$ cat src/rtl/gpio_port_pkg.sv
// Shared definitions for the GPIO port: trigger modes, register selects
// and the bus data width. Assumes a 32-bit data bus.
package gpio_port_pkg;
    typedef enum logic [1:0] {
        TRIG_RISE  = 2'd0,
        TRIG_FALL  = 2'd1,
        TRIG_BOTH  = 2'd2,
        TRIG_LEVEL = 2'd3
    } trig_e;

    localparam int unsigned BUS_DW = 32;

    localparam logic [1:0] SEL_DATA = 2'd0;
    localparam logic [1:0] SEL_DIR  = 2'd1;
    localparam logic [1:0] SEL_MASK = 2'd2;
    localparam logic [1:0] SEL_CAPT = 2'd3;
endpackage

$ cat src/rtl/gpio_in_sync.sv
// Two-flop synchroniser for the pin inputs, plus a third stage holding the
// synchronised value one clock earlier for edge detection.
// Assumes pins are asynchronous single-bit signals, each independent.
module gpio_in_sync #(
    parameter int unsigned WIDTH = 32
) (
    input  logic             clk,
    input  logic             rst_n,
    input  logic [WIDTH-1:0] pins_async,
    output logic [WIDTH-1:0] level_q,
    output logic [WIDTH-1:0] level_prev_q
);
    logic [WIDTH-1:0] meta_q;

    // Shift pins through the metastability stage, the level stage and the history stage.
    always_ff @(posedge clk) begin
        if (!rst_n) begin
            meta_q       <= '0;
            level_q      <= '0;
            level_prev_q <= '0;
        end else begin
            meta_q       <= pins_async;
            level_q      <= meta_q;
            level_prev_q <= level_q;
        end
    end
endmodule

$ cat src/rtl/gpio_ctrl_regs.sv
// Software-written control registers: output value, direction and
// interrupt enable. Assumes write enables are decoded and one-hot per write.
module gpio_ctrl_regs #(
    parameter int unsigned WIDTH = 32
) (
    input  logic             clk,
    input  logic             rst_n,
    input  logic             wr_out_en,
    input  logic             wr_dir_en,
    input  logic             wr_mask_en,
    input  logic [WIDTH-1:0] wdata,
    output logic [WIDTH-1:0] out_q,
    output logic [WIDTH-1:0] dir_q,
    output logic [WIDTH-1:0] mask_q
);
    // Load each register from the bus when its write enable is set.
    always_ff @(posedge clk) begin
        if (!rst_n) begin
            out_q  <= '0;
            dir_q  <= '0;
            mask_q <= '0;
        end else begin
            if (wr_out_en)  out_q  <= wdata;
            if (wr_dir_en)  dir_q  <= wdata;
            if (wr_mask_en) mask_q <= wdata;
        end
    end

    // the first cycle after reset shows every control register cleared.
    a_r1_reset_clear: assert property (@(posedge clk) disable iff (!rst_n)
        !$past(rst_n) |-> (out_q == '0 && dir_q == '0 && mask_q == '0));

    // a direction write is visible on the following cycle.
    a_r3_dir_write: assert property (@(posedge clk) disable iff (!rst_n)
        wr_dir_en |=> dir_q == $past(wdata));
endmodule

$ cat src/rtl/gpio_capture.sv
// Event register for the edge trigger modes. A build-time parameter picks
// the edge kind. Bits set on a qualifying edge and clear on a written one.
// An edge beats a clear in the same cycle. In level mode the register is
// absent and reads zero.
module gpio_capture
    import gpio_port_pkg::*;
#(
    parameter int unsigned WIDTH   = 32,
    parameter trig_e       TRIGGER = TRIG_BOTH
) (
    input  logic             clk,
    input  logic             rst_n,
    input  logic [WIDTH-1:0] level,
    input  logic [WIDTH-1:0] level_prev,
    input  logic             clr_en,
    input  logic [WIDTH-1:0] clr_bits,
    output logic [WIDTH-1:0] cap_q
);
    if (TRIGGER == TRIG_LEVEL) begin : g_level
        assign cap_q = '0;
        logic unused_lvl;
        assign unused_lvl = ^{clk, rst_n, level, level_prev, clr_en, clr_bits};
    end else begin : g_edge
        logic [WIDTH-1:0] evt;
        logic [WIDTH-1:0] clr_vec;
        logic [WIDTH-1:0] cap_r;

        if (TRIGGER == TRIG_RISE) begin : g_rise
            assign evt = level & ~level_prev;
        end else if (TRIGGER == TRIG_FALL) begin : g_fall
            assign evt = ~level & level_prev;
        end else begin : g_both
            assign evt = level ^ level_prev;
        end

        assign clr_vec = clr_en ? clr_bits : '0;

        // Hold set bits, drop the cleared ones, then OR in new events so an edge wins.
        always_ff @(posedge clk) begin
            if (!rst_n) cap_r <= '0;
            else        cap_r <= (cap_r & ~clr_vec) | evt;
        end

        assign cap_q = cap_r;

        // a detected edge always leaves its bit set, even with a clear pending.
        a_r9_edge_wins: assert property (@(posedge clk) disable iff (!rst_n)
            (evt != '0) |=> ((cap_r & $past(evt)) == $past(evt)));

        // a cleared bit with no coincident edge is zero next cycle.
        a_r6_w1c: assert property (@(posedge clk) disable iff (!rst_n)
            clr_en |=> ((cap_r & $past(clr_bits & ~evt)) == '0));

        // bits never fall except where a clear was written.
        a_r5_sticky: assert property (@(posedge clk) disable iff (!rst_n)
            1'b1 |=> (($past(cap_r) & ~cap_r & ~$past(clr_vec)) == '0));
    end
endmodule

$ cat src/rtl/gpio_mmio_port.sv
// Top level of the register-mapped GPIO port. Decodes the word-addressed
// bus, muxes the read data and forms the combined interrupt for the
// build-time trigger mode. Assumes PIN_COUNT is between 1 and 32 and that
// reads have no side effects.
module gpio_mmio_port
    import gpio_port_pkg::*;
#(
    parameter int unsigned PIN_COUNT = 32,
    parameter trig_e       TRIGGER   = TRIG_BOTH
) (
    input  logic                 clk,
    input  logic                 rst_n,
    input  logic                 bus_valid,
    input  logic                 bus_write,
    input  logic [3:0]           bus_addr,
    input  logic [BUS_DW-1:0]    bus_wdata,
    output logic [BUS_DW-1:0]    bus_rdata,
    input  logic [PIN_COUNT-1:0] pin_in,
    output logic [PIN_COUNT-1:0] pin_out,
    output logic [PIN_COUNT-1:0] pin_oe,
    output logic                 irq
);
    localparam int unsigned W = PIN_COUNT;

    logic [1:0]   sel;
    logic         wr;
    logic [W-1:0] wbits;
    logic [W-1:0] lvl, lvl_prev;
    logic [W-1:0] out_q, dir_q, mask_q, cap_q;

    assign sel   = bus_addr[3:2];
    assign wr    = bus_valid && bus_write;
    assign wbits = bus_wdata[W-1:0];

    logic unused_lo;
    assign unused_lo = ^bus_addr[1:0];
    if (W < BUS_DW) begin : g_pad
        logic unused_hi;
        assign unused_hi = ^bus_wdata[BUS_DW-1:W];
    end

    gpio_in_sync #(.WIDTH(W)) u_sync (
        .clk          (clk),
        .rst_n        (rst_n),
        .pins_async   (pin_in),
        .level_q      (lvl),
        .level_prev_q (lvl_prev)
    );

    gpio_ctrl_regs #(.WIDTH(W)) u_regs (
        .clk        (clk),
        .rst_n      (rst_n),
        .wr_out_en  (wr && sel == SEL_DATA),
        .wr_dir_en  (wr && sel == SEL_DIR),
        .wr_mask_en (wr && sel == SEL_MASK),
        .wdata      (wbits),
        .out_q      (out_q),
        .dir_q      (dir_q),
        .mask_q     (mask_q)
    );

    gpio_capture #(.WIDTH(W), .TRIGGER(TRIGGER)) u_cap (
        .clk        (clk),
        .rst_n      (rst_n),
        .level      (lvl),
        .level_prev (lvl_prev),
        .clr_en     (wr && sel == SEL_CAPT),
        .clr_bits   (wbits),
        .cap_q      (cap_q)
    );

    assign pin_out = out_q;
    assign pin_oe  = dir_q;

    // Select the addressed register and zero-extend it to the bus width.
    always_comb begin
        bus_rdata = '0;
        unique case (sel)
            SEL_DATA: bus_rdata[W-1:0] = lvl;
            SEL_DIR:  bus_rdata[W-1:0] = dir_q;
            SEL_MASK: bus_rdata[W-1:0] = mask_q;
            default:  bus_rdata[W-1:0] = cap_q;
        endcase
    end

    if (TRIGGER == TRIG_LEVEL) begin : g_irq_level
        assign irq = |(lvl & mask_q);
    end else begin : g_irq_edge
        assign irq = |(cap_q & mask_q);
    end
endmodule

$ cat config.mk
export PLATFORM = sky130hd
export DESIGN_NAME = gpio_mmio_port
export DESIGN_NICKNAME = d
export VERILOG_FILES = /design/src/rtl/gpio_port_pkg.sv /design/src/rtl/gpio_in_sync.sv /design/src/rtl/gpio_ctrl_regs.sv /design/src/rtl/gpio_capture.sv /design/src/rtl/gpio_mmio_port.sv
export SDC_FILE = /design/constraint.sdc
export NUM_CORES = 1
export LEC_CHECK = 0
export ABC_AREA = 1
export BUFFER_PORTS_ARGS = -buffer_cell sky130_fd_sc_hd__buf_2
export CAP_MARGIN = 20
export CELL_PAD_IN_SITES_DETAIL_PLACEMENT = 1
export CELL_PAD_IN_SITES_GLOBAL_PLACEMENT = 1
export CORE_MARGIN = 2
export CORE_UTILIZATION = 25
export CTS_CLUSTER_DIAMETER = 120
export DETAILED_ROUTE_END_ITERATION = 7
export PLACE_DENSITY = 0.53
export SLEW_MARGIN = 20
export SYNTH_ARGS = -nofsm -noshare
export SYNTH_HDL_FRONTEND = slang
export SYNTH_SLANG_ARGS = --single-unit
$ cat constraint.sdc
create_clock -name clk -period 0.81 [get_ports clk]
set_input_delay 0.0405 -clock clk [delete_from_list [all_inputs] [get_ports clk]]
set_output_delay 0.0405 -clock clk [all_outputs]
set_load 0.1 [all_outputs]
After elaboration in Yosys (flattened, before gate mapping)
Cells that the tools add are included.
{"block": "op_classes", "n_addsub": 0, "n_mul": 0, "div": 0, "n_lt_le_gt_ge": 0, "eq_ne": 3, "shifts": 0, "muxes": 2, "bitwise": 5, "reduce_logical": 7}
{"op": "$pmux 32 s3", "count": 1}
{"op": "$and 32x32->32", "count": 2}
{"op": "$mux 32", "count": 1}
{"op": "$not 32->32", "count": 1}
{"op": "$or 32x32->32", "count": 1}
{"op": "$reduce_or 32->1", "count": 1}
{"op": "$xor 32x32->32", "count": 1}
{"op": "$logic_and 1x1->1", "count": 5}
{"op": "$eq 2x2->1 const B", "count": 2}
{"op": "$eq 2x1->1 const B", "count": 1}
{"op": "$logic_not 2->1", "count": 1}
{"block": "totals", "regBits": 224, "latchBits": 0, "mem_bits_rw": 0, "mem_bits_ro": 0, "inputBits": 72, "elab_cells": 24, "mem_count": 0}

Longest topological paths before layout
Gate-level depths: netlist (run 1).
{"block": "depth", "ltp_word": 6, "depth_mapped": 7}

Cells and area by module
Synthesis (run 1) repeated with hierarchy kept, for this count alone.
{"block": "unflattened", "cells_unflattened": 1385, "hier_area_um2": 9479.1}
{"module": "gpio_ctrl_regs", "instances": 1, "cells_each": 544, "area_per_inst_um2": 3955.0, "seq_area_each_um2": 1921.8}
{"module": "gpio_in_sync", "instances": 1, "cells_each": 299, "area_per_inst_um2": 2760.1, "seq_area_each_um2": 1921.8}
{"module": "gpio_capture", "instances": 1, "cells_each": 295, "area_per_inst_um2": 1715.4, "seq_area_each_um2": 640.6}
{"module": "gpio_mmio_port", "instances": 1, "cells_each": 247, "area_per_inst_um2": 1048.5, "seq_area_each_um2": 0.0}

Worst setup path after synthesis (run 1)
OpenSTA, ideal clock, no wires.
{"block": "synth_timing", "path_kind": "flip-flop to output port", "startpoint": "register u_regs.dir_q[0]", "endpoint": "output bus_rdata[0]", "t_arrival_ns": 1.864, "required_time_ns": 0.769, "setup_slack_ns": -1.095, "path_stages_with_launch": 3, "path_cell_list": "dfxtp_1 nand2_1 nand4_1"}
{"block": "synth_between", "elab_chain_cells": 1}
{"element": "from (decl)", "line": "gpio_ctrl_regs.sv:13", "text": "output logic [WIDTH-1:0] dir_q,"}
{"element": "from (signal assigned)", "line": "gpio_ctrl_regs.sv:24", "text": "if (wr_dir_en) dir_q <= wdata;"}
{"element": "$pmux 32 s3", "line": "gpio_mmio_port.sv:78", "text": "unique case (sel)"}
{"element": "to (decl)", "line": "gpio_mmio_port.sv:17", "text": "output logic [BUS_DW-1:0] bus_rdata,"}
Every way passes these cells.

Final worst setup path (run 1)
{"block": "layout_timing", "startpoint": "register u_cap.g_edge.cap_r[17], in the netlist u_cap.cap_q[17]", "endpoint": "output irq"}
{"block": "layout_between", "elab_chain_cells": 2}
{"element": "from (decl)", "line": "gpio_capture.sv:26", "text": "logic [WIDTH-1:0] cap_r;"}
{"element": "from (signal assigned)", "line": "gpio_capture.sv:41", "text": "else cap_r <= (cap_r & ~clr_vec) | evt;"}
{"element": "$and 32x32->32", "line": "gpio_mmio_port.sv:89", "text": "assign irq = |(cap_q & mask_q);"}
{"element": "$reduce_or 32->1", "line": "gpio_mmio_port.sv:89"}
{"element": "to (decl)", "line": "gpio_mmio_port.sv:21", "text": "output logic irq"}
Every way passes these cells.

==> results of run 1 <==
==> kinds of logic (layout without fill, tap and decap cells) <==
family	count (synthesis)	count (layout)	share of synthesized area
AND/OR/NAND/NOR	584	584	0.2753
AO/OA/AOI/OAI	128	128	0.07685
flip-flops	224	224	0.5380
XOR/XNOR	32	32	0.03362
buffers and inverters	161	553	0.07625
==> layout make-up <==
type | count | area [um2]
multi-input combinational | 744 | 3705
tap | 442 | 553.0
clock buffer | 38 | 768.2
timing repair buffer | 400 | 4900
fill | 3787 | 17510
inverter | 104 | 390.4
clock inverter | 11 | 57.56
sequential | 224 | 4821
==> power groups by stage <==
| stage | registers [mW] | clock network, mW | logic (mW) |
|---|---|---|---|
| CTS | 11.7 | 11.7 | 5.45 |
| global route | 11.8 | 12.2 | 5.91 |
| global placement | 11.9 | 0 | 4.87 |
| detailed placement | 11.9 | 0 | 4.90 |
| finish | 11.7 | 11.3 | 5.57 |
| floorplan | 12.6 | 0 | 1.84 |
==> worst min-delay path by stage <==
stage	start	slack, ns	end
after floorplan	pin_in[13]	0.13	u_sync.meta_q[13]
after global placement	pin_in[16]	0.22	u_sync.meta_q[16]
after detailed placement	pin_in[3]	0.23	u_sync.meta_q[3]
after CTS	pin_in[16]	0.20	u_sync.meta_q[16]
after global routing	rst_n	0.21	u_regs.mask_q[19]
final	rst_n	0.20	u_regs.mask_q[19]
==> routing by layer <==
layer	routed length [um]	vias up	share of wire
met1	14230	4016	0.46
met3	1064	32	0.034
met2	15470	134	0.49
li1	-	4214	-
met4	485	0	0.016
met5	0	-	0
==> synth_stat cells, drive strengths merged <==
cell type	count
a21oi	32
nor2	206
nand4	32
xnor2	32
clkbuf	41
o21ai	96
buf	16
nand2	346
dfxtp	224
inv	104
==> sequential cells by signal (all words and copies together) (netlist names) <==
signal and flops:
u_regs.mask_q 32, u_regs.dir_q 32, u_sync.meta_q 32, u_sync.level_q 32, u_sync.level_prev_q 32, u_cap.cap_q 32
u_regs.out_q 32
==> what timing repair did <==
action	4_1_cts	5_1_grt
endpoints found under the setup margin	103	282
pin swaps	49	63
hold buffers	72	0
resized for setup	224	117
cloned	0	1
endpoints found under the hold margin	187	0
buffers inserted	9	28
==> critical path, stage by stage (launching register included) <==
cell and delay [ns]:
dfxtp_2 0.33, nand2_2 0.09, nand2_4 0.07, nor2_4 0.17
nand2_2 0.09, nor2_4 0.11, nand2_4 0.08, buf_12 0.17
==> flow_summary.json, run 1 <==
{
  "status": "finished, violations left",
  "violations": "setup timing",
  "synth_top_cell_area_share": 0.5380,
  "netlist_top_cells_area": "dfxtp_1 54%, nand2_1 15%, nor2_1 9.1%",
  "cp.required_ns": 0.77,
  "drt_iter0_drc": 207,
  "vias_per_cell": 4.277,
  "tightest_slew_ns": 0.8452,
  "timing.rr.start": "u_sync.level_q[30]",
  "yosys.area.top_type": "dfxtp_1",
  "cts_max_path_buffers": 3,
  "skew_ns": 0.009153,
  "finalSetupTns_ns": -41.67,
  "finalSetupViolCount": 100,
  "rsz0062_at_grt": "true",
  "io_buffers": 166,
  "power_frac_seq": 0.410,
  "fmax_ghz": 0.5907,
  "drive_above_1_share": 0.4221,
  "min_path_cells": 4,
  "num_antenna_cells": 0,
  "crit_path_end": "irq",
  "overflow": 0,
  "dp_hpwl_mm": 20.44,
  "totalWireLength_mm": 31.26,
  "hold_violations": 0,
  "netlist_area_um2": 8335,
  "yosysWarningCount": 0,
  "cts_buffers": 27,
  "clock_latency_ns": 0.53,
  "drv_slew": 0,
  "intPower_mw": 20.33,
  "grtUsageMet2": 0.3187,
  "core_um2": 32700,
  "grt_pass1_wl_mm": 49.65,
  "die-area_um2": 34820,
  "syn_avg_cell_area_um2": 7.383,
  "cts_tree": "done",
  "postRouteAntennaNets": 0,
  "yosysUniqueCellTypes": 17,
  "reg2regPathDepth": 3,
  "layout_setup_ws_ns": -0.8830,
  "clk_pin_slew_ns": 0.06,
  "fin_crit_ns": 1.693,
  "drt-pass1-iter-count": 4,
  "vias": 8396,
  "initial_core_util": 0.2549,
  "pwr-share-clk": 0.396,
  "crit_path_end_kind": "primary output",
  "clockRootBuffer": "clkbuf_16",
  "final_common_cell": "nand2_1",
  "grt_busiest_layer": "met2",
  "met1_usage": 0.2261,
  "grt_antenna_before_repair": 0,
  "grtUsageTotal": 0.1774,
  "crit_type": "reg2out",
  "syn_nets": 1201,
  "final_cell_mix": "262 x nand2_1, 188 x nor2_1, 117 x buf_12",
  "fp.dieW_um": 186.6,
  "place_congestion": 0.7362,
  "final.period_utilization": 2.090,
  "arrival_ns": 1.65,
  "nNetsFinal": 1573,
  "crit_fanout": 2,
  "globalRouteMet3Util": 0.02671,
  "critPathLaunch": "u_cap.cap_q[17]",
  "die_h_um": 186.6,
  "ios": 169,
  "htree_levels": 1,
  "slew-limit-headroom": 0.4356,
  "area_growth_pct": 82.29,
  "ff2ff_setup_slack_ns": -0.01,
  "cts_sinks": 224,
  "p_per_area_nw_per_um2": 1885,
  "worst_r2r_endpoint": "u_cap.cap_q[30]",
  "grt_pass1_vias": 8892,
  "ys_ff_latch": 224,
  "comb_power_share": 0.194,
  "drc": 0,
  "numPlacedInstances": 1833,
  "post-place-ws_ns": -0.6279,
  "max-cap-violations": 0,
  "routedWlPerCell_um": 15.92,
  "grt_max_degree": 56,
  "fin_cells": 1963,
  "final_area_um2": 15190,
  "cp-start-kind": "flip-flop",
  "yosysSeqAreaShare": 0.5380,
  "fin_util": 0.4646,
  "num_rows": 66,
  "p_switching_mw": 8.316,
  "p_sw_frac": 0.2903,
  "holdWs_ns": 0.1964,
  "p_total_mw": 28.64,
  "leakage_nw": 6.861,
  "hold_path.class": "in2reg",
  "syn-instance-count": 1129,
  "place_area_um2": 12590,
  "vdd.ir_drop.worst_v": 0.001273
}
Note: power is estimated with default switching activity, not from simulation.
==> run 2: changes to the inputs <==
--- a/config.mk
+++ b/config.mk
@@ -18,4 +18,5 @@
 export SLEW_MARGIN = 20
 export SYNTH_ARGS = -nofsm -noshare
 export SYNTH_HDL_FRONTEND = slang
+export SYNTH_HIERARCHICAL = 1
 export SYNTH_SLANG_ARGS = --single-unit
==> flow_summary.json, run 2 <==
{
  "finalSetupTns_ns": -45.78,
  "vias_per_cell": 4.083,
  "yosysSeqAreaShare": 0.4731,
  "path_common_cell": "nand2_2",
  "syn_avg_cell_area_um2": 6.844,
  "holdWs_ns": -0.02216,
  "final.period_utilization": 2.102,
  "vdd.ir_drop.worst_v": 0.001482,
  "slowest_delay_ns": 0.33,
  "top_layer": "met4",
  "violations": "hold timing, setup timing",
  "grt_antenna_before_repair": 0,
  "synth_common_cells": "581 x nand2_1, 224 x dfxtp_1, 186 x inv_1, 164 x nor2_1, 50 x nand2_2",
  "core_um2": 37490,
  "synth_most_common_cell": "nand2_1",
  "crit_type": "reg2out",
  "finalSetupViolCount": 113,
  "yosysUniqueCellTypes": 18,
  "skew_ns": 0.007689,
  "slowest_stage": "dfxtp_2",
  "overflow": 0,
  "dr_wl_met2_mm": 17.75,
  "fmax_ghz": 0.5872,
  "cts_max_path_buffers": 3,
  "cts_buffers": 28,
  "final_cell_mix": "491 x nand2_1, 176 x inv_1, 141 x nor2_1",
  "layout_setup_ws_ns": -0.8930,
  "wl_met3_um": 851,
  "totalWireLength_mm": 34.02,
  "rsz0062_at_grt": "true",
  "routedWlPerCell_um": 14.78,
  "cts_tree": "done",
  "slew-limit-headroom": 0.6618,
  "num_rows": 71,
  "p_per_area_nw_per_um2": 1848,
  "clockRootBuffer": "clkbuf_16",
  "clk_pin_slew_ns": 0.06,
  "yosysWarningCount": 6,
  "arrival_ns": 1.66,
  "die-area_um2": 39490,
  "fin_util": 0.4367,
  "grtUsageTotal": 0.1698,
  "grt_pass1_wl_mm": 52.39,
  "max-cap-violations": 0,
  "vias": 9399,
  "met1_length_mm": 14.81,
  "nNetsFinal": 1843,
  "status": "finished, violations left",
  "num-fill-cells": 4504,
  "area_growth_pct": 72.69,
  "num_antenna_cells": 0,
  "hold_path.class": "in2reg",
  "cp.required_ns": 0.77,
  "synth_edf_count": 0,
  "initial_core_util": 0.2529,
  "yosys_most_used_dff": "dfxtp_1",
  "hold_violations": 45,
  "cp.buffers_inverters": 1,
  "syn_nets": 1457,
  "ios": 169,
  "clock_latency_ns": 0.55,
  "drt_iter0_drc": 275,
  "drc": 0,
  "drive_above_1_share": 0.4344,
  "syn-instance-count": 1385,
  "postRouteAntennaNets": 0,
  "io_buffers": 166,
  "synth_top_cell_area_share": 0.4731,
  "fp.dieW_um": 198.7,
  "drv_slew": 0,
  "grt_pass1_vias": 9810,
  "die_h_um": 198.7,
  "path_cells": "nand2_2 > nand2_2 > nor2_4 > nand2_1 > nor2_2 > nand2_4 > buf_12",
  "cp-start-kind": "flip-flop",
  "final_common_cell": "nand2_1",
  "dp_hpwl_mm": 22.87,
  "crit_path_end_kind": "primary output",
  "async_reset_ff_frac": 0,
  "crit_family": "simple AND/OR/NAND/NOR gates",
  "cts_sinks": 224,
  "fin_crit_ns": 1.703,
  "grt_max_degree": 40,
  "tightest_slew_ns": 0.5057,
  "ys_ff_latch": 224,
  "crit_fanout": 2,
  "yosys.area.top_type": "dfxtp_1",
  "htree_levels": 1,
  "netlist_area_um2": 9479,
  "drt-pass1-iter-count": 4,
  "netlist_top_cells_area": "dfxtp_1 47%, nand2_1 23%, inv_1 7.4%",
  "leakage_nw": 7.652,
  "place_congestion": 0.7462
}
[run 2: metal layers]
layer / GRT usage / up-vias
li1: - / 4812
met1: 0.2077 / 4431
met2: 0.3191 / 120
met3: 0.01763 / 36
met4: 0.03648 / 0
met5: 0 / -
[run 2: tightest hold or removal path: cells and delay by family]
family / cells / cell delay [ns]
buf+inv: 2 / 0.31
simple gates: 2 / 0.13
[run 2: kinds of logic after synthesis]
kind of cell / count (synthesis) / synth area share
buf+inv: 257 / 0.1282
flops: 224 / 0.4731
simple gates: 872 / 0.3795
compound gates: 32 / 0.01927
[run 2: repair_timing]
action                                  4_1_cts  5_1_grt
hold buffers                                 66        6
buffers inserted                              1       39
cloned                                        0        0
resized for setup                           235      125
pin swaps                                    50       38
endpoints found under the setup margin      100      196
hold endpoints to repair                    168       26
[run 2: metrics by stage]
step	power (mW)	instances	area, um2	setup slack [ns]	hold slack, ns
final	30.25	2302	16370	-0.8930	-0.02216
after floorplan	14.85	1385	9782	-0.6370	0.1381
after global routing	31.56	2302	16370	-0.9716	-0.01659
after CTS	30.51	2278	15920	-0.9032	-0.03753
after detailed placement	17.09	2163	13690	-0.6425	0.2275
after global placement	17.03	2163	13690	-0.6465	0.2196
[run 2: final timing paths]
check | start | slack (ns) | end | depth (start not counted)
max reg2reg | u_regs/dir_q[4] | 0 | u_regs/dir_q[4] | 4
min reg2reg | u_sync/meta_q[6] | 0.41 | u_sync/level_q[6] | 2
min | rst_n | -0.02 | u_regs/out_q[0] | 4
max | u_regs/mask_q[9] | -0.89 | irq | 7
[run 2: power by group]
group	total, mW	internal (mW)	switching, mW
clock network	12.7	7.74	4.93
registers	11.7	11.4	0.323
logic	5.85	2.41	3.45
[run 2: area by class of cell]
| class | count | area (um2) | area share |
|---|---|---|---|
| Multi-Input combinational cell | 904 | 4207 | 0.2570 |
| Clock buffer | 44 | 843.3 | 0.05152 |
| Inverter | 196 | 735.7 | 0.04494 |
| Clock inverter | 6 | 91.34 | 0.005580 |
| Tap cell | 511 | 639.4 | 0.03906 |
| Timing Repair Buffer | 417 | 5019 | 0.3066 |
| Sequential cell | 224 | 4835 | 0.2953 |
==> run 3: changes to the inputs <==
--- a/config.mk
+++ b/config.mk
@@ -12,6 +12,7 @@
 export CELL_PAD_IN_SITES_GLOBAL_PLACEMENT = 1
 export CORE_MARGIN = 2
 export CORE_UTILIZATION = 25
+export CTS_BUF_LIST = sky130_fd_sc_hd__clkbuf_4 sky130_fd_sc_hd__clkbuf_8
 export CTS_CLUSTER_DIAMETER = 120
 export DETAILED_ROUTE_END_ITERATION = 7
 export PLACE_DENSITY = 0.53
==> constraint.sdc (replaced) <==
create_clock -name clk -period 1.4 [get_ports clk]
set_input_delay 0.07 -clock clk [delete_from_list [all_inputs] [get_ports clk]]
set_output_delay 0.07 -clock clk [all_outputs]
set_load 0.1 [all_outputs]
==> flow_summary.json, run 3 (synthesis gave the netlist of run 2 again) <==
{
  "final.period_utilization": 1.236,
  "worst_r2r_endpoint": "u_cap/cap_q[13]",
  "nNetsFinal": 1765,
  "grt_pass1_vias": 9359,
  "leakage_nw": 6.863,
  "clk_pin_slew_ns": 0.06,
  "cp.required_ns": 1.33,
  "grt_max_degree": 53,
  "hold_violations": 0,
  "io_buffers": 166,
  "skew_ns": 0.01563,
  "p_per_area_nw_per_um2": 1187,
  "cp-start-kind": "flip-flop",
  "slowest_delay_ns": 0.33,
  "drt-pass1-iter-count": 4,
  "numPlacedInstances": 2034,
  "grt_antenna_before_repair": 0,
  "min_path_cells": 5,
  "finalSetupViolCount": 33,
  "cts_max_path_buffers": 3,
  "initial_core_util": 0.2529,
  "clockRootBuffer": "clkbuf_8",
  "cts_sinks": 224,
  "final_common_cell": "nand2_1",
  "grtUsageTotal": 0.1623,
  "violations": "setup timing",
  "hold_path.class": "in2reg",
  "crit_type": "reg2out",
  "drt_iter0_drc": 238,
  "num_antenna_cells": 0,
  "vias": 9079,
  "drive_above_1_share": 0.3439,
  "max-cap-violations": 0,
  "fin_crit_ns": 1.730,
  "place_congestion": 0.7368,
  "die_h_um": 198.7,
  "drc": 0,
  "crit_path_end": "irq",
  "area_growth_pct": 50.32,
  "htree_levels": 2,
  "totalWireLength_mm": 31.45,
  "critPathLaunch": "u_regs/mask_q[28]",
  "vdd.ir_drop.worst_v": 0.0005741,
  "postRouteAntennaNets": 0,
  "cts_tree": "done",
  "overflow": 0,
  "slew-limit-headroom": 0.7240,
  "clock_latency_ns": 0.59,
  "cts_buffers": 45,
  "tightest_slew_ns": 0.4134,
  "grt_pass1_wl_mm": 49.65,
  "path_common_cell": "nand2_1",
  "fp.dieW_um": 198.7,
  "num_rows": 71,
  "drv_slew": 0,
  "layout_setup_ws_ns": -0.3303,
  "ios": 169,
  "path_cells": "nand2_2 > nand2_4 > nor2_4 > nand2_1 > nor2_1 > nand2_1 > buf_12",
  "dp_hpwl_mm": 20.71,
  "routedWlPerCell_um": 14.03,
  "reg2regPathDepth": 6,
  "slowest_stage": "dfxtp_2",
  "timing.rr.start": "u_sync/level_q[13]",
  "status": "finished, violations left",
  "vias_per_cell": 4.051,
  "rsz0062_at_grt": "true",
  "fmax_ghz": 0.5779,
  "p_total_mw": 16.91,
  "ff2ff_setup_slack_ns": 0.03,
  "core_um2": 37490,
  "worstHoldStart": "bus_addr[3]",
  "final_cell_mix": "525 x nand2_1, 185 x inv_1, 156 x nor2_1",
  "crit_path_end_kind": "primary output",
  "fin_cells": 2241,
  "crit_fanout": 3,
  "die-area_um2": 39490,
  "arrival_ns": 1.66
}
## run 3: cell types whose count changed in the layout (fill, tap and decap cells not counted), moves of 30 or more
cell,change
nand2_1,+34
clkbuf_8,+56
nand2_2,-31
clkbuf_16,-30
buf_6,-98
buf_12,-66
dfxtp_1,+50
buf_4,+51
## run 3: final cells by class
class,count,area [um2]
inverters,196,735.7
well taps,511,639.4
clock inverters,5,27.53
clock buffers,79,968.4
repair buffers,322,3167
multi-input cells,904,3994
fillers,4644,23240
flip-flops and latches,224,4717
## run 3: what timing repair did
item                                   4_1_cts  5_1_grt
pin swaps                                   42       36
setup endpoints to repair                   97       35
hold buffers                                91        0
endpoints found under the hold margin      201        0
buffers inserted                             4       31
resized for setup                          139       91
## run 3: worst min-delay path by stage
| stage | end | slack, ns |
|---|---|---|
| 6_report | u_regs/out_q[29] | 0.13 |
| 5_1_grt | u_regs/out_q[29] | 0.09 |
| 4_1_cts | u_regs/out_q[29] | 0.06 |
| 3_5_place_dp | u_sync/meta_q[3] | 0.26 |
| 3_3_place_gp | u_sync/meta_q[0] | 0.25 |
| 2_1_floorplan | u_sync/meta_q[0] | 0.17 |
## run 3: critical path: cells and delay by family, from the launching register on
| family | cells | cell delay, ns |
|---|---|---|
| buf+inv | 1 | 0.18 |
| flops | 1 | 0.33 |
| simple gates | 6 | 0.54 |
## run 3: where the power goes
group / internal (mW) / leakage, nW / switching [mW] / total (mW)
combinational: 0.993 / 4.44 / 1.82 / 2.82
clock: 4.32 / 0.535 / 2.97 / 7.29
sequential: 6.62 / 1.89 / 0.180 / 6.80
total: 11.9 / 6.86 / 4.97 / 16.9
## run 3: per-layer routing
metal | global-route usage | vias up | wire length [um]
li1 | - | 4676 | -
met1 | 0.1942 | 4217 | 14000
met2 | 0.2865 | 135 | 15510
met3 | 0.03662 | 51 | 1227
met4 | 0.05362 | 0 | 709
met5 | 0 | - | 0
## run 3: metrics by stage
| step | hold slack [ns] | util | TNS [ns] | instance area [um2] | worst slack (ns) |
|---|---|---|---|---|---|
| 5_1_grt | 0.09423 | 0.3801 | -5.401 | 14250 | -0.4745 |
| 4_1_cts | 0.05912 | 0.3689 | -4.988 | 13830 | -0.3975 |
| 3_5_place_dp | 0.2561 | 0.3090 | 0 | 11580 | 0.08010 |
| 6_report | 0.1314 | 0.3801 | -2.301 | 14250 | -0.3303 |
| 2_1_floorplan | 0.1676 | - | -2.446 | 9599 | -0.07653 |
| 3_3_place_gp | 0.2501 | 0.3090 | 0 | 11580 | 0.07602 |
